`src/rtl/ts_out_pkg.sv`:
```
package ts_out_pkg;
  localparam int DVB_LEN = 188;
  localparam int DSS_LEN = 144;
  localparam int PACE_W  = 8;
  localparam int CNT_W   = $clog2(DVB_LEN);

  typedef struct packed {
    logic              dss;
    logic              ser;
    logic              reg_mode;
    logic [PACE_W-1:0] pace;
  } cfg_t;
endpackage

```
`src/rtl/ts_out_pkt_ctl.sv`:
```
module ts_out_pkt_ctl
  import ts_out_pkg::*;
(
  input  logic clk_i,
  input  logic rst_ni,
  input  cfg_t cfg_live_i,
  input  logic take_i,
  input  logic sop_i,
  output logic load_o,
  output logic first_o,
  output cfg_t cfg_o
);
  localparam logic [CNT_W-1:0] DVB_M1 = CNT_W'(DVB_LEN - 1);
  localparam logic [CNT_W-1:0] DSS_M1 = CNT_W'(DSS_LEN - 1);

  logic [CNT_W-1:0] cnt_q;
  logic [CNT_W-1:0] len_m1;
  logic             at_bound;
  cfg_t             cfg_q;

  assign at_bound = (cnt_q == '0);
  // bytes without a start marker are dropped while hunting for a packet start
  assign load_o   = take_i && (!at_bound || sop_i);
  assign first_o  = at_bound;
  assign cfg_o    = cfg_q;
  assign len_m1   = (at_bound ? cfg_live_i.dss : cfg_q.dss) ? DSS_M1 : DVB_M1;

  always_ff @(posedge clk_i or negedge rst_ni) begin
    if (!rst_ni) begin
      cnt_q <= '0;
      cfg_q <= '0;
    end else if (load_o) begin
      if (at_bound) cfg_q <= cfg_live_i;
      cnt_q <= (cnt_q == len_m1) ? '0 : cnt_q + CNT_W'(1);
    end
  end

  assert_dss_len_R1: assert property (@(posedge clk_i) disable iff (!rst_ni)
    (cnt_q != '0 && cfg_q.dss) |-> (cnt_q < CNT_W'(DSS_LEN)));

  assert_cfg_held_R8: assert property (@(posedge clk_i) disable iff (!rst_ni)
    (cnt_q != '0) |=> $stable(cfg_q));
endmodule

```
`src/rtl/ts_out_ser.sv`:
```
module ts_out_ser
  import ts_out_pkg::*;
(
  input  logic              clk_i,
  input  logic              rst_ni,
  input  logic              load_i,
  input  logic [7:0]        data_i,
  input  logic              first_i,
  input  logic              ser_i,
  input  logic              reg_i,
  input  logic [PACE_W-1:0] pace_i,
  output logic              ready_o,
  output logic [7:0]        dout_o,
  output logic              dclk_o,
  output logic              dstb_o,
  output logic              fsync_o,
  output logic              dvalid_o
);
  logic              busy_q, phase_q, fs_q;
  logic [2:0]        idx_q;
  logic [7:0]        sh_q;
  logic [PACE_W-1:0] gap_q;
  logic [PACE_W-1:0] gap_load;
  logic              last_w, done, act;

  assign last_w   = !ser_i || (idx_q == 3'd7);
  assign gap_load = reg_i ? pace_i : '0;
  assign act      = busy_q && (gap_q == '0);
  assign done     = act && phase_q;
  // accept on the edge the gap expires so byte spacing equals bit spacing
  assign ready_o  = busy_q ? (done && last_w && gap_load == '0)
                           : (gap_q <= PACE_W'(1));

  always_ff @(posedge clk_i or negedge rst_ni) begin
    if (!rst_ni) begin
      busy_q  <= 1'b0;
      phase_q <= 1'b0;
      fs_q    <= 1'b0;
      idx_q   <= '0;
      sh_q    <= '0;
      gap_q   <= '0;
    end else begin
      if (gap_q != '0) gap_q <= gap_q - PACE_W'(1);
      if (act) begin
        if (!phase_q) begin
          phase_q <= 1'b1;
        end else begin
          phase_q <= 1'b0;
          gap_q   <= gap_load;
          if (last_w) begin
            busy_q <= 1'b0;
          end else begin
            idx_q <= idx_q + 3'd1;
            sh_q  <= {sh_q[6:0], 1'b0};
          end
        end
      end
      if (load_i) begin
        busy_q  <= 1'b1;
        phase_q <= 1'b0;
        idx_q   <= '0;
        sh_q    <= data_i;
        fs_q    <= first_i;
      end
    end
  end

  assign dvalid_o = act;
  assign dclk_o   = act && phase_q;
  assign dout_o   = !act ? 8'h00 : (ser_i ? {7'b0, sh_q[7]} : sh_q);
  assign fsync_o  = act && fs_q && (idx_q == 3'd0);
  assign dstb_o   = dclk_o && (idx_q == 3'd0);

  assert_fsync_valid_R4: assert property (@(posedge clk_i) disable iff (!rst_ni)
    fsync_o |-> (dvalid_o && dstb_o == dclk_o));

  assert_data_stable_R5: assert property (@(posedge clk_i) disable iff (!rst_ni)
    (dvalid_o && !dclk_o) |=> (dvalid_o && dclk_o && $stable(dout_o)));

  assert_ready_blocked_R9: assert property (@(posedge clk_i) disable iff (!rst_ni)
    (dvalid_o && !dclk_o) |-> !ready_o);
endmodule

```
`src/rtl/ts_out_fmt.sv`:
```
module ts_out_fmt
  import ts_out_pkg::*;
(
  input  logic              clk_i,
  input  logic              rst_ni,
  input  logic [7:0]        in_data_i,
  input  logic              in_sop_i,
  input  logic              in_valid_i,
  output logic              in_ready_o,
  input  logic              fmt_dss_i,
  input  logic              serial_i,
  input  logic              regulated_i,
  input  logic [PACE_W-1:0] pace_i,
  output logic [7:0]        dout_o,
  output logic              dclk_o,
  output logic              dstb_o,
  output logic              fsync_o,
  output logic              dvalid_o
);
  cfg_t cfg_live, cfg_cur;
  logic take, load, first;

  assign cfg_live = '{dss: fmt_dss_i, ser: serial_i, reg_mode: regulated_i, pace: pace_i};
  assign take     = in_valid_i && in_ready_o;

  ts_out_pkt_ctl u_ctl (
    .clk_i      (clk_i),
    .rst_ni     (rst_ni),
    .cfg_live_i (cfg_live),
    .take_i     (take),
    .sop_i      (in_sop_i),
    .load_o     (load),
    .first_o    (first),
    .cfg_o      (cfg_cur)
  );

  ts_out_ser u_ser (
    .clk_i    (clk_i),
    .rst_ni   (rst_ni),
    .load_i   (load),
    .data_i   (in_data_i),
    .first_i  (first),
    .ser_i    (cfg_cur.ser),
    .reg_i    (cfg_cur.reg_mode),
    .pace_i   (cfg_cur.pace),
    .ready_o  (in_ready_o),
    .dout_o   (dout_o),
    .dclk_o   (dclk_o),
    .dstb_o   (dstb_o),
    .fsync_o  (fsync_o),
    .dvalid_o (dvalid_o)
  );
endmodule

```
`config.mk`:
```
export PLATFORM = sky130hd
export DESIGN_NAME = ts_out_fmt
export DESIGN_NICKNAME = d
export VERILOG_FILES = /design/src/rtl/ts_out_pkg.sv /design/src/rtl/ts_out_pkt_ctl.sv /design/src/rtl/ts_out_ser.sv /design/src/rtl/ts_out_fmt.sv
export SDC_FILE = /design/constraint.sdc
export NUM_CORES = 1
export LEC_CHECK = 0
export BUFFER_PORTS_ARGS = -buffer_cell sky130_fd_sc_hd__buf_2
export CAP_MARGIN = 10
export CORE_MARGIN = 2
export CORE_UTILIZATION = 30
export CTS_BUF_LIST = sky130_fd_sc_hd__clkbuf_8
export DETAILED_ROUTE_END_ITERATION = 7
export GPL_ROUTABILITY_DRIVEN = 0
export GPL_TIMING_DRIVEN = 0
export PLACE_DENSITY_LB_ADDON = 0.2
export SLEW_MARGIN = 30
export SYNTH_ARGS = -nofsm -noshare
export SYNTH_HDL_FRONTEND = slang
export SYNTH_SLANG_ARGS = --single-unit
export TNS_END_PERCENT = 10
```
`constraint.sdc`:
```
create_clock -name clk_i -period 3.7 [get_ports clk_i]
set_clock_uncertainty 0.15 [all_clocks]
set_input_delay 0.185 -clock clk_i [delete_from_list [all_inputs] [get_ports clk_i]]
set_output_delay 0.185 -clock clk_i [all_outputs]
set_load 0.02 [all_outputs]
```
---- After elaboration in Yosys (flattened, before gate mapping) ----
Cells that the tools add are included.
storage, ports and cells
  register bits ........................... 41
  latch bits .............................. 0
  bits in writable memories ............... 0
  ROM bits ................................ 0
  output and inout port bits .............. 13
  memories ................................ 0
cells by class
  $add $sub $neg .......................... 3
  multiply operators ...................... 0
  div/mod/pow operators ................... 0
  $lt $le $gt $ge ......................... 1
  equality and inequality tests ........... 3
  shift-type cells ........................ 0
  mux-type cells .......................... 25
  bitwise gates (word level) .............. 0
  reduce and logical (&&, ||, !) cells .... 24
operators by type and width
  kind                   number
  $mux W8                11
  $logic_not A8 Y1       3
  $mux W3                4
  $logic_and A1 B1 Y1    9
  $mux W1                9
  $add A8 B1 Y8 const B  1
  $eq A8 B8 Y1           1
  $le A8 B1 Y1 const B   1
  $reduce_bool A8 Y1     1
  $sub A8 B1 Y8 const B  1
  $mux W6                1
  $reduce_and A3 Y1      2
  $reduce_bool A2 Y1     3
  $add A3 B1 Y3 const B  1
  $eq A3 B3 Y1 const B   1
  $logic_not A3 Y1       1
  $logic_not A1 Y1       2
  $logic_or A1 B1 Y1     2
  $ne A2 B2 Y1 const B   1
  $reduce_and A2 Y1      1

---- Longest topological paths before layout ----
Gate-level depths: netlist of the first run.
  depth in word-level cells ............... 10
  gate-level depth with buffers ........... 9
  mapped depth without buffers ............ 7

---- Modules after synthesis ----
From an unflattened synthesis of the first run, not the netlist that was laid out.
unflattened totals
  cell total of the unflattened synthesis .. 213
  area total of the unflattened synthesis .. 2253.4 µm²
modules (own cells, without submodules)
  module          times used  cells an instance  area an instance (µm²)  sequential area each (µm²)
  ts_out_ser      1           131                1291.2                  550.5
  ts_out_pkt_ctl  1           81                 955.9                   475.5
  ts_out_fmt      1           1                  6.3                     0.0

---- Worst setup path after synthesis of the first run ----
Ideal clock, no wire load.
  kind .................................... flip-flop to flip-flop
  from .................................... register u_ser.gap_q[0]
  to ...................................... register u_ctl.cfg_q (netlist bit u_ctl.cfg_o[0])
  setup time .............................. 125 ps
  data arrival time ....................... 2121 ps
  data required time ...................... 3425 ps
  setup slack ............................. 1304 ps
  stages on the path, launching flop included .. 9
  path buffers ............................ 1
  path through ............................ dfrtp_1 -> inv_1 -> ha_1 -> nor3b_1 -> a41o_1 -> o21a_1 -> and4_1 -> buf_4 -> mux2_2
between the ends
  word-level cells in the longest chain between the ends .. 9
  elaborated cells on any way between the ends .. 10
  classes of those cells .................. order compare: 1; mux: 1; reduce/logical: 8
RTL lines
  item                                                                  RTL line              text
  start: declaration                                                    ts_out_ser.sv:22      logic [PACE_W-1:0] gap_q;
  start signal: assignment                                              ts_out_ser.sv:43      if (gap_q != '0) gap_q <= gap_q - PACE_W'(1);
  start signal: assignment                                              ts_out_ser.sv:49      gap_q <= gap_load;
  parallel branches: the longest is 5 deep, another holds $le A8 B1 Y1  -
  $mux W1 *                                                             ts_out_ser.sv:31      assign ready_o = busy_q ? (done && last_w && gap_load == '0)
  named net in_ready_o                                                  ts_out_fmt.sv:9       output logic in_ready_o,
  $logic_and A1 B1 Y1 *                                                 ts_out_fmt.sv:24      assign take = in_valid_i && in_ready_o;
  $logic_and A1 B1 Y1 *                                                 ts_out_pkt_ctl.sv:23  assign load_o = take_i && (!at_bound || sop_i);
  $reduce_and A2 Y1 (no line) *                                         -
  end signal: assignment                                                ts_out_pkt_ctl.sv:33  if (at_bound) cfg_q <= cfg_live_i;
  end: declaration                                                      ts_out_pkt_ctl.sv:19  cfg_t cfg_q;
Mark *: on every way through the listed nets, which the timed path passes.
A chain may end at the register's enable or synchronous reset.

---- Final worst setup path of the first run ----
  from .................................... register u_ser.gap_q[0]
  to ...................................... output port dstb_o
between the ends
  word-level cells in the longest chain between the ends .. 4
RTL lines
  item                 RTL line          text
  $logic_not A8 Y1     ts_out_ser.sv:28  assign act = busy_q && (gap_q == '0);
  $logic_and A1 B1 Y1  ts_out_ser.sv:28
  $logic_and A1 B1 Y1  ts_out_ser.sv:69  assign dclk_o = act && phase_q;
  $logic_and A1 B1 Y1  ts_out_ser.sv:72  assign dstb_o = dclk_o && (idx_q == 3'd0);
  end: declaration     ts_out_fmt.sv:16  output logic dstb_o,
Every way passes these cells.

==> impl_metrics.json, run 1 <==
{
  "port_buffers": 35,
  "clk_latency_ns": 0.30,
  "r2r-end": "u_ctl.cfg_o[4]$_DFFE_PN0P_",
  "numCtsBuffers": 5,
  "num_rows": 31,
  "grt_pass1_vias": 1690,
  "synth.top_cell.area_share_pct": 47.0,
  "wl_um": 4800,
  "min_from": "in_data_i[3]",
  "fill_cells": 749,
  "vias": 1745,
  "crit_path_start": "u_ser.gap_q[0]$_DFF_PN0_",
  "worstPathArrival_ns": 2.33,
  "slew_headroom_pct": 59.8,
  "ys_warn_count": 0,
  "tightest_slew_ns": 0.598,
  "start_kind": "flop",
  "crit_type": "flop to output port",
  "setup_viol": 0,
  "status": "finished clean",
  "ff2ff_path_depth": 8,
  "drt-initial-drc-count": 67,
  "overflow": 0,
  "slew_viol_final": 0,
  "setup-tns-final_ns": 0,
  "r2r_start": "u_ser.gap_q[0]$_DFF_PN0_",
  "yosys-top-cells-area": "dfrtp_1 (47%), mux2_2 (5.7%), o21ai_0 (4.8%)",
  "r2r_slack_ns": 1.20,
  "diodes": 0,
  "start_util_pct": 30.6,
  "die_area_mm2": 0.00798,
  "fin_crit_ns": 2.66,
  "htree_num_levels": 2,
  "wl_per_cell_um": 13.1,
  "remaining_drc_errors": 0,
  "synth_ff_type": "dfrtp_1",
  "holdPathEnd": "u_ser.sh_q[3]$_DFFE_PN0P_",
  "cts_buffer_depth": 2,
  "die_y_um": 89.3,
  "leakagePower_nw": 1.33,
  "synth_edf_count": 0,
  "die_x_um": 89.3,
  "antenna_found_initial": 0,
  "final_layout_size_suffix_gt1_share_pct": 23.1,
  "ys_ff_latch": 41,
  "fin_crit_sh_pct": 71.9,
  "finish.utilization_pct": 38.7,
  "grt_pass1_wl_um": 8270,
  "synth_cells": 211,
  "cts.sinks": 41,
  "yosys.cell_types.count": 43,
  "path_clk_slew_ns": 0.08,
  "nNetsFinal": 298,
  "dp_hpwl_um": 3420,
  "cts_tree": "built",
  "clock.fmax_mhz": 376,
  "drv.max_cap_violation_count": 0,
  "cp_max_fo": 10,
  "grt_max_degree": 42,
  "whs_path_depth": 3,
  "yosys.area.top_type": "dfrtp_1",
  "synth.most_common_cell": "dfrtp_1",
  "core_area_mm2": 0.00714,
  "avgViaCountPerCell": 4.75,
  "synth_commonest_cells": "dfrtp_1 (41), o21ai_0 (21), nand2_1 (19)",
  "hold_viol": 0,
  "worst_hold_path_type": "input pin to flop",
  "syn-cell-area_mm2": 0.00218,
  "p_per_area_mw_per_mm2": 633,
  "syn_nets": 242,
  "track_usage_pct": 13.4,
  "rsz0062_at_grt": "false",
  "cts-root-buf": "clkbuf_8",
  "required_ns": 3.37,
  "first_pass_iters": 4,
  "setup.worst_path.end_class": "output port",
  "ir_drop_mv": 0.215,
  "syn_avg_cell_area_um2": 10.4,
  "areaGrowthSynthToFinish_pct": 26.3,
  "async_flop_share_pct": 100,
  "ant_nets": 0,
  "io_pins": 36,
  "synth.yosys.seq_area_share_pct": 47.0
}
-- timing repair --
item,4_1_cts,5_1_grt
hold buffers,14,0
hold endpoints to repair,54,0
buffers inserted,0,0
gates resized for setup,0,0
-- where the power goes --
part           internal (mW)  leakage, nW  switching, mW  total (mW)
registers              0.629        0.523          0.183       0.812
clock network          0.268       0.0681          0.161       0.429
logic                  0.261        0.738          0.244       0.505
total                   1.16         1.33          0.587        1.75
-- worst max-delay path, cell delays in order, from the launching register on --
cell and delay (ns):
dfrtp_1 0.42, inv_1 0.09, ha_1 0.13, nor3b_1 0.30
and2_1 0.19, clkbuf_1 0.33, and3_1 0.24, and3b_1 0.16
buf_2 0.16
-- sequential cells by signal, summed over array words and instances (netlist names) --
name           count
u_ctl.cfg_o       11
u_ctl.cnt_q        8
u_ser.gap_q        8
u_ser.sh_q         8
u_ser.idx_q        3
u_ser.busy_q       1
u_ser.fs_q         1
u_ser.phase_q      1
-- placed cells by master, fill, tap and decap left out, drive strengths merged, types with 5 or more instances in the layout --
| cell type | n |
|---|---|
| a21o | 7 |
| buf | 40 |
| o21ai | 21 |
| nor2 | 11 |
| and2 | 8 |
| inv | 11 |
| dfrtp | 41 |
| ha | 8 |
| a22o | 6 |
| dlygate4sd3 | 14 |
| mux2 | 11 |
| nand3 | 6 |
| xnor2 | 7 |
| nor3 | 5 |
| nand2 | 19 |
| clkbuf | 6 |
-- stage by stage --
| stage | hold slack (ns) | total power, mW | cells | setup WS [ns] | cell area (um2) |
|---|---|---|---|---|---|
| after detailed placement | 0.0654 | 1.32 | 345 | 1.19 | 2490 |
| after global routing | 0.0311 | 1.90 | 367 | 0.766 | 2760 |
| final | 0.0267 | 1.75 | 367 | 1.04 | 2760 |
| after global placement | 0.251 | 1.30 | 345 | 1.19 | 2480 |
| after CTS | 0.0159 | 1.77 | 367 | 1.02 | 2760 |
| after floorplan | -0.261 | 1.17 | 211 | 1.30 | 2180 |
-- logic make-up after synthesis --
group | share of synthesized area (%)
and+or+nand+nor | 18.9
AOI/OAI and AO/OA | 15.0
DFF | 47.0
buffers and inverters | 3.89
muxes | 7.04
xor gates and xnor gates | 3.61
adders and majority gates | 4.58
-- layout make-up --
cell class / count / area [um2] / area share (%)
flip-flops and latches: 41 / 1030 / 37.2
plain buffers: 6 / 43.8 / 1.59
repair buffers: 49 / 318 / 11.5
well taps: 99 / 124 / 4.49
clock buffers: 5 / 68.8 / 2.49
inverters: 11 / 41.3 / 1.50
clock inverters: 3 / 65.1 / 2.36
multi-input cells: 153 / 1070 / 38.9
-- worst max path at each step --
| stage | end | slack (ns) | cells after the start |
|---|---|---|---|
| finish | dstb_o | 1.04 | 8 |
| global route | dstb_o | 0.77 | 8 |
| CTS | dstb_o | 1.02 | 8 |
| detailed placement | u_ctl.cfg_o[0]$_DFFE_PN0P_ | 1.19 | 8 |
| global placement | u_ctl.cfg_o[3]$_DFFE_PN0P_ | 1.19 | 8 |
| floorplan | u_ctl.cfg_o[0]$_DFFE_PN0P_ | 1.30 | 8 |
-- routing by layer --
metal	up-vias	wire length, um	global-route usage, %
met5	-	0	0
met4	0	80	4.88
met3	7	190	3.42
met2	36	2270	20.4
met1	836	2270	18.6
li1	866	-	-
(Power assumes the default switching activity.)
==> inputs of run 2 (changes only) <==
clock period = 2.5 ns   (was 3.7 ns; I/O delays follow)
==> impl_metrics.json, run 2 (synthesis gave the netlist of run 1 again) <==
{
  "path_buf_inv": 2,
  "core_area_mm2": 0.00714,
  "layout_common_cells": "dfrtp_1 (41), buf_2 (36), o21ai_0 (21), dlygate4sd3_1 (20), nand2_1 (19)",
  "remaining_drc_errors": 0,
  "clock.fmax_mhz": 428,
  "io_pins": 36,
  "crit_slowest_cell": "dfrtp_1",
  "setup.worst_path.end_class": "flop",
  "hold_viol": 0,
  "start_kind": "flop",
  "drv.max_cap_violation_count": 0,
  "layout_setup_ws_ns": 0.162,
  "track_usage_pct": 13.6,
  "numCtsBuffers": 5,
  "start_util_pct": 30.6,
  "clk_latency_ns": 0.30,
  "antenna_found_initial": 0,
  "dp_slack_ns": -0.00979,
  "tightest_slew_ns": 0.595,
  "cts-root-buf": "clkbuf_8",
  "cts.sinks": 41,
  "diodes": 0,
  "dp_cells": 345,
  "worstPathArrival_ns": 2.37,
  "die_area_mm2": 0.00798,
  "grt_pass1_wl_um": 8380,
  "nNetsFinal": 306,
  "p_per_area_mw_per_mm2": 922,
  "wl_per_cell_um": 13.0,
  "fill_cells": 736,
  "areaGrowthSynthToFinish_pct": 31.0,
  "worst_hold_path_type": "input pin to asynchronous set/reset pin",
  "rsz0062_at_grt": "true",
  "required_ns": 2.53,
  "status": "finished clean",
  "path_delay_family": "simple AND/OR/NAND/NOR gates",
  "path_clk_slew_ns": 0.08,
  "ant_nets": 0,
  "cts_buffer_depth": 2,
  "leakagePower_nw": 1.37,
  "largest_reg_flops": 11,
  "htree_num_levels": 2,
  "slowest_delay_ns": 0.42,
  "grt_max_degree": 42,
  "wl_um": 4890,
  "cp_max_fo": 10,
  "fin_crit_ns": 2.34,
  "overflow": 0,
  "crit_type": "flop to flop",
  "port_buffers": 35,
  "cts_tree": "built",
  "slew_viol_final": 0,
  "stdcell_count": 375,
  "final_layout_size_suffix_gt1_share_pct": 25.0,
  "ir_drop_mv": 0.312,
  "hold_slack_ns": 0.205,
  "finish.utilization_pct": 40.1,
  "slew_headroom_pct": 60.0,
  "first_pass_iters": 4,
  "die_y_um": 89.3,
  "setup_viol": 0,
  "fin_crit_sh_pct": 93.5,
  "power_mw": 2.64,
  "final_common_cell": "dfrtp_1",
  "die_x_um": 89.3,
  "drt-initial-drc-count": 72,
  "vias": 1769,
  "num_rows": 31,
  "grt_pass1_vias": 1724,
  "avgViaCountPerCell": 4.72,
  "dp_hpwl_um": 3420,
  "path_cells": "inv_1 > ha_1 > nor3b_2 > a41o_1 > o21a_1 > and4_1 > buf_6 > mux2_2"
}
run 2: cell count changes in the layout (fill, tap and decap cells not counted), sizes merged:
cell	before	now
buf	40	42
dlygate4sd3	14	20
run 2: power breakdown:
group          switching [mW]  internal [mW]
Combinational           0.368          0.416
Clock                   0.238          0.397
Sequential              0.288          0.931
run 2: path summary, 6_finish.rpt:
| path | start | to | slack, ns | cells past startpoint |
|---|---|---|---|---|
| setup reg to reg | u_ser.gap_q[0]$_DFF_PN0_ | u_ctl.cfg_o[4]$_DFFE_PN0P_ | 0.16 | 8 |
| hold / removal | rst_ni | u_ctl.cfg_o[6]$_DFFE_PN0P_ | 0.20 | 2 |
| setup / recovery | u_ser.gap_q[0]$_DFF_PN0_ | u_ctl.cfg_o[4]$_DFFE_PN0P_ | 0.16 | 8 |
| hold reg to reg | u_ser.sh_q[2]$_DFFE_PN0P_ | u_ser.sh_q[2]$_DFFE_PN0P_ | 0.35 | 1 |
| max in group asynchronous | rst_ni | u_ctl.cfg_o[1]$_DFFE_PN0P_ | 1.63 | 2 |
| min in group clk_i | in_valid_i | u_ctl.cfg_o[5]$_DFFE_PN0P_ | 0.21 | 3 |
run 2: stage by stage:
step / area, um2 / TNS [ns]
after floorplan: 2180 / 0
after global placement: 2480 / -0.0274
after detailed placement: 2490 / -0.0237
after CTS: 2830 / 0
after global routing: 2860 / -0.0102
final: 2860 / 0
run 2: per-layer routing:
metal | GRT usage [%] | up-vias | part of all wire, %
met3 | 3.42 | 7 | 3.1
met2 | 20.9 | 23 | 47
met5 | 0 | - | 0
li1 | - | 882 | -
met1 | 18.6 | 857 | 48
met4 | 4.88 | 0 | 1.7
run 2: worst reg2reg max path, stage by stage, from the launching register on:
cell and delay [ns]:
dfrtp_1 0.42, inv_1 0.09, ha_1 0.14, nor3b_2 0.21, a41o_1 0.27, o21a_1 0.16, and4_1 0.27, buf_6 0.18
mux2_2 0.34
run 2: layout make-up:
class	instances	area [um2]	share of cell area, %
Sequential cell	41	1030	35.8
Inverter	11	41.3	1.44
Clock buffer	5	68.8	2.40
Clock inverter	3	65.1	2.27
Multi-Input combinational cell	153	1090	38.2
Timing Repair Buffer	57	393	13.7
Buffer	6	51.3	1.79
Tap cell	99	124	4.33
run 2: repair_timing:
item / 4_1_cts / 5_1_grt
pin swaps: 0 / 2
hold buffers: 20 / 0
cloned: 0 / 0
hold endpoints to repair: 60 / 0
setup buffers: 0 / 2
setup endpoints to repair: 17 / 23
resized for setup: 3 / 6
==> inputs of run 3 (changes only) <==
ABC_AREA = 1   (was not set)
==> impl_metrics.json, run 3 <==
{
  "ant_nets": 0,
  "grt_pass1_wl_um": 9980,
  "largest_reg_flops": 11,
  "grt_pass1_vias": 2123,
  "clock.fmax_mhz": 431,
  "worstPathArrival_ns": 2.04,
  "synth_edf_count": 0,
  "ys_warn_count": 0,
  "worst_hold_path_type": "input pin to flop",
  "finish.utilization_pct": 38.0,
  "synth.top_cell.area_share_pct": 41.8,
  "start_util_pct": 30.3,
  "drt-initial-drc-count": 82,
  "crit_path_start": "u_ser.gap_q[0]$_DFF_PN0_",
  "final_layout_size_suffix_gt1_share_pct": 17.9,
  "htree_num_levels": 2,
  "p_per_area_mw_per_mm2": 938,
  "clk_latency_ns": 0.29,
  "status": "finished clean",
  "fin_crit_sh_pct": 92.8,
  "cts_tree": "built",
  "post_dp_cell_area_mm2": 0.00277,
  "hold_slack_ns": 0.00478,
  "overflow": 0,
  "synth_ff_type": "dfrtp_1",
  "grt_max_degree": 42,
  "yosys.area.top_type": "dfrtp_1",
  "avgViaCountPerCell": 4.49,
  "final_common_cell": "nand2_1",
  "hold_viol": 0,
  "cts_buffer_depth": 2,
  "top_usage_layer": "met2",
  "start_kind": "flop",
  "layout_setup_ws_ns": 0.181,
  "synth.yosys.seq_area_share_pct": 41.8,
  "yosys-top-cells-area": "dfrtp_1 (42%), nand2_1 (15%), nand3_1 (7.5%)",
  "required_ns": 2.23,
  "cp_max_fo": 9,
  "antenna_found_initial": 0,
  "diodes": 0,
  "rsz0062_at_grt": "false",
  "core_area_mm2": 0.00809,
  "syn-cell-area_mm2": 0.00246,
  "setup-tns-final_ns": 0,
  "setup_viol": 0,
  "syn_avg_cell_area_um2": 7.49,
  "die_area_mm2": 0.00893,
  "layout_common_cells": "nand2_1 (101), inv_1 (41), dfrtp_1 (41), buf_2 (39), nand3_1 (37)",
  "dp_cells": 468,
  "r2r_start": "u_ser.idx_q[1]$_DFFE_PN0P_",
  "synth_cells": 328,
  "final_cell_area_mm2": 0.00308,
  "use_met2_pct": 24.4,
  "use_met3_pct": 2.95,
  "synth_commonest_cells": "nand2_1 (101), inv_1 (42), dfrtp_1 (41)",
  "setup.worst_path.end_class": "output port",
  "path_clk_slew_ns": 0.09,
  "slew_viol_final": 0,
  "wl_um": 5980,
  "num_rows": 33,
  "dp_slack_ns": 0.225,
  "wl_per_cell_um": 12.1,
  "cts-root-buf": "clkbuf_8",
  "dp_hpwl_um": 4260,
  "vias": 2221,
  "ir_drop_mv": 0.296,
  "remaining_drc_errors": 0,
  "fill_cells": 904,
  "tightest_slew_ns": 0.548,
  "nNetsFinal": 420,
  "port_buffers": 35,
  "drv.max_cap_violation_count": 0,
  "min_from": "in_data_i[6]",
  "slew_headroom_pct": 63.5,
  "cts.sinks": 41,
  "syn_nets": 359,
  "fin_crit_ns": 2.32,
  "areaGrowthSynthToFinish_pct": 25.4,
  "die_x_um": 94.5,
  "numCtsBuffers": 5,
  "async_flop_share_pct": 100,
  "synth.most_common_cell": "nand2_1",
  "io_pins": 36,
  "leakagePower_nw": 1.67,
  "yosys.cell_types.count": 32,
  "gr-usage-met1_pct": 18.6,
  "crit_type": "flop to output port",
  "ys_ff_latch": 41,
  "r2r_slack_ns": 0.29,
  "power_mw": 2.89,
  "stdcell_count": 495,
  "first_pass_iters": 4,
  "die_y_um": 94.5,
  "track_usage_pct": 14.5
}
run 3: cell types whose count changed after synthesis, sizes merged, moves of 6 or more:
cell	before	now
nand2	19	106
nand3	6	38
a21o	7	0
mux2	11	0
and2	8	0
nor2	11	35
o21ai	21	14
inv	11	44
nand4	0	12
a22o	6	0
run 3: worst paths after layout:
kind	cells after the start	end
setup / recovery	9	dstb_o
hold / removal	5	u_ser.sh_q[6]$_DFFE_PN0P_
setup reg to reg	10	u_ctl.cnt_q[2]$_DFFE_PN0N_
hold reg to reg	2	u_ctl.cfg_o[4]$_DFFE_PN0P_
max in group asynchronous	2	u_ctl.cnt_q[5]$_DFFE_PN0N_
min in group asynchronous	2	u_ctl.cfg_o[2]$_DFFE_PN0P_
run 3: repair_timing:
action	CTS	global route
endpoints found under the hold margin	59	0
gates cloned	0	0
buffers inserted	0	0
setup endpoints to repair	1	2
hold buffers	19	0
resized for setup	2	2
pin swaps	0	0
run 3: worst max-delay path: stages (launching register included):
cell	delay, ns
dfrtp_1	0.40
inv_2	0.11
ha_1	0.18
nand2_2	0.09
nor2_8	0.22
nand2_4	0.13
nor2_2	0.16
inv_2	0.10
nor3_1	0.16
buf_2	0.20
run 3: kinds of logic after synthesis:
| group | after synthesis | share of synthesized area (%) |
|---|---|---|
| compound gates | 20 | 4.74 |
| xor+xnor | 10 | 3.57 |
| fa+ha+maj | 8 | 4.08 |
| buf+inv | 53 | 8.86 |
| flops | 41 | 41.8 |
| simple gates | 196 | 37.0 |
run 3: area by class of cell:
type                       count  area [um2]  share of cell area, %
buffer                         8        48.8                   1.58
clock buffer                   6        82.6                   2.68
clock inverter                 2        33.8                   1.10
inverter                      45         169                   5.49
multi-input combinational    234        1220                   39.6
sequential                    41        1030                   33.3
tap                          105         131                   4.27
timing repair buffer          54         368                   11.9
run 3: metal layers:
layer  wire length [um]  up-vias
met3                205        6
met5                  0        -
met1               2930     1019
met4                 82        0
li1                   -     1160
met2               2760       36
run 3: power by group:
part,total (mW),internal (mW),switching (mW)
clock,0.554,0.322,0.232
combinational,1.20,0.445,0.752
sequential,1.14,0.924,0.213
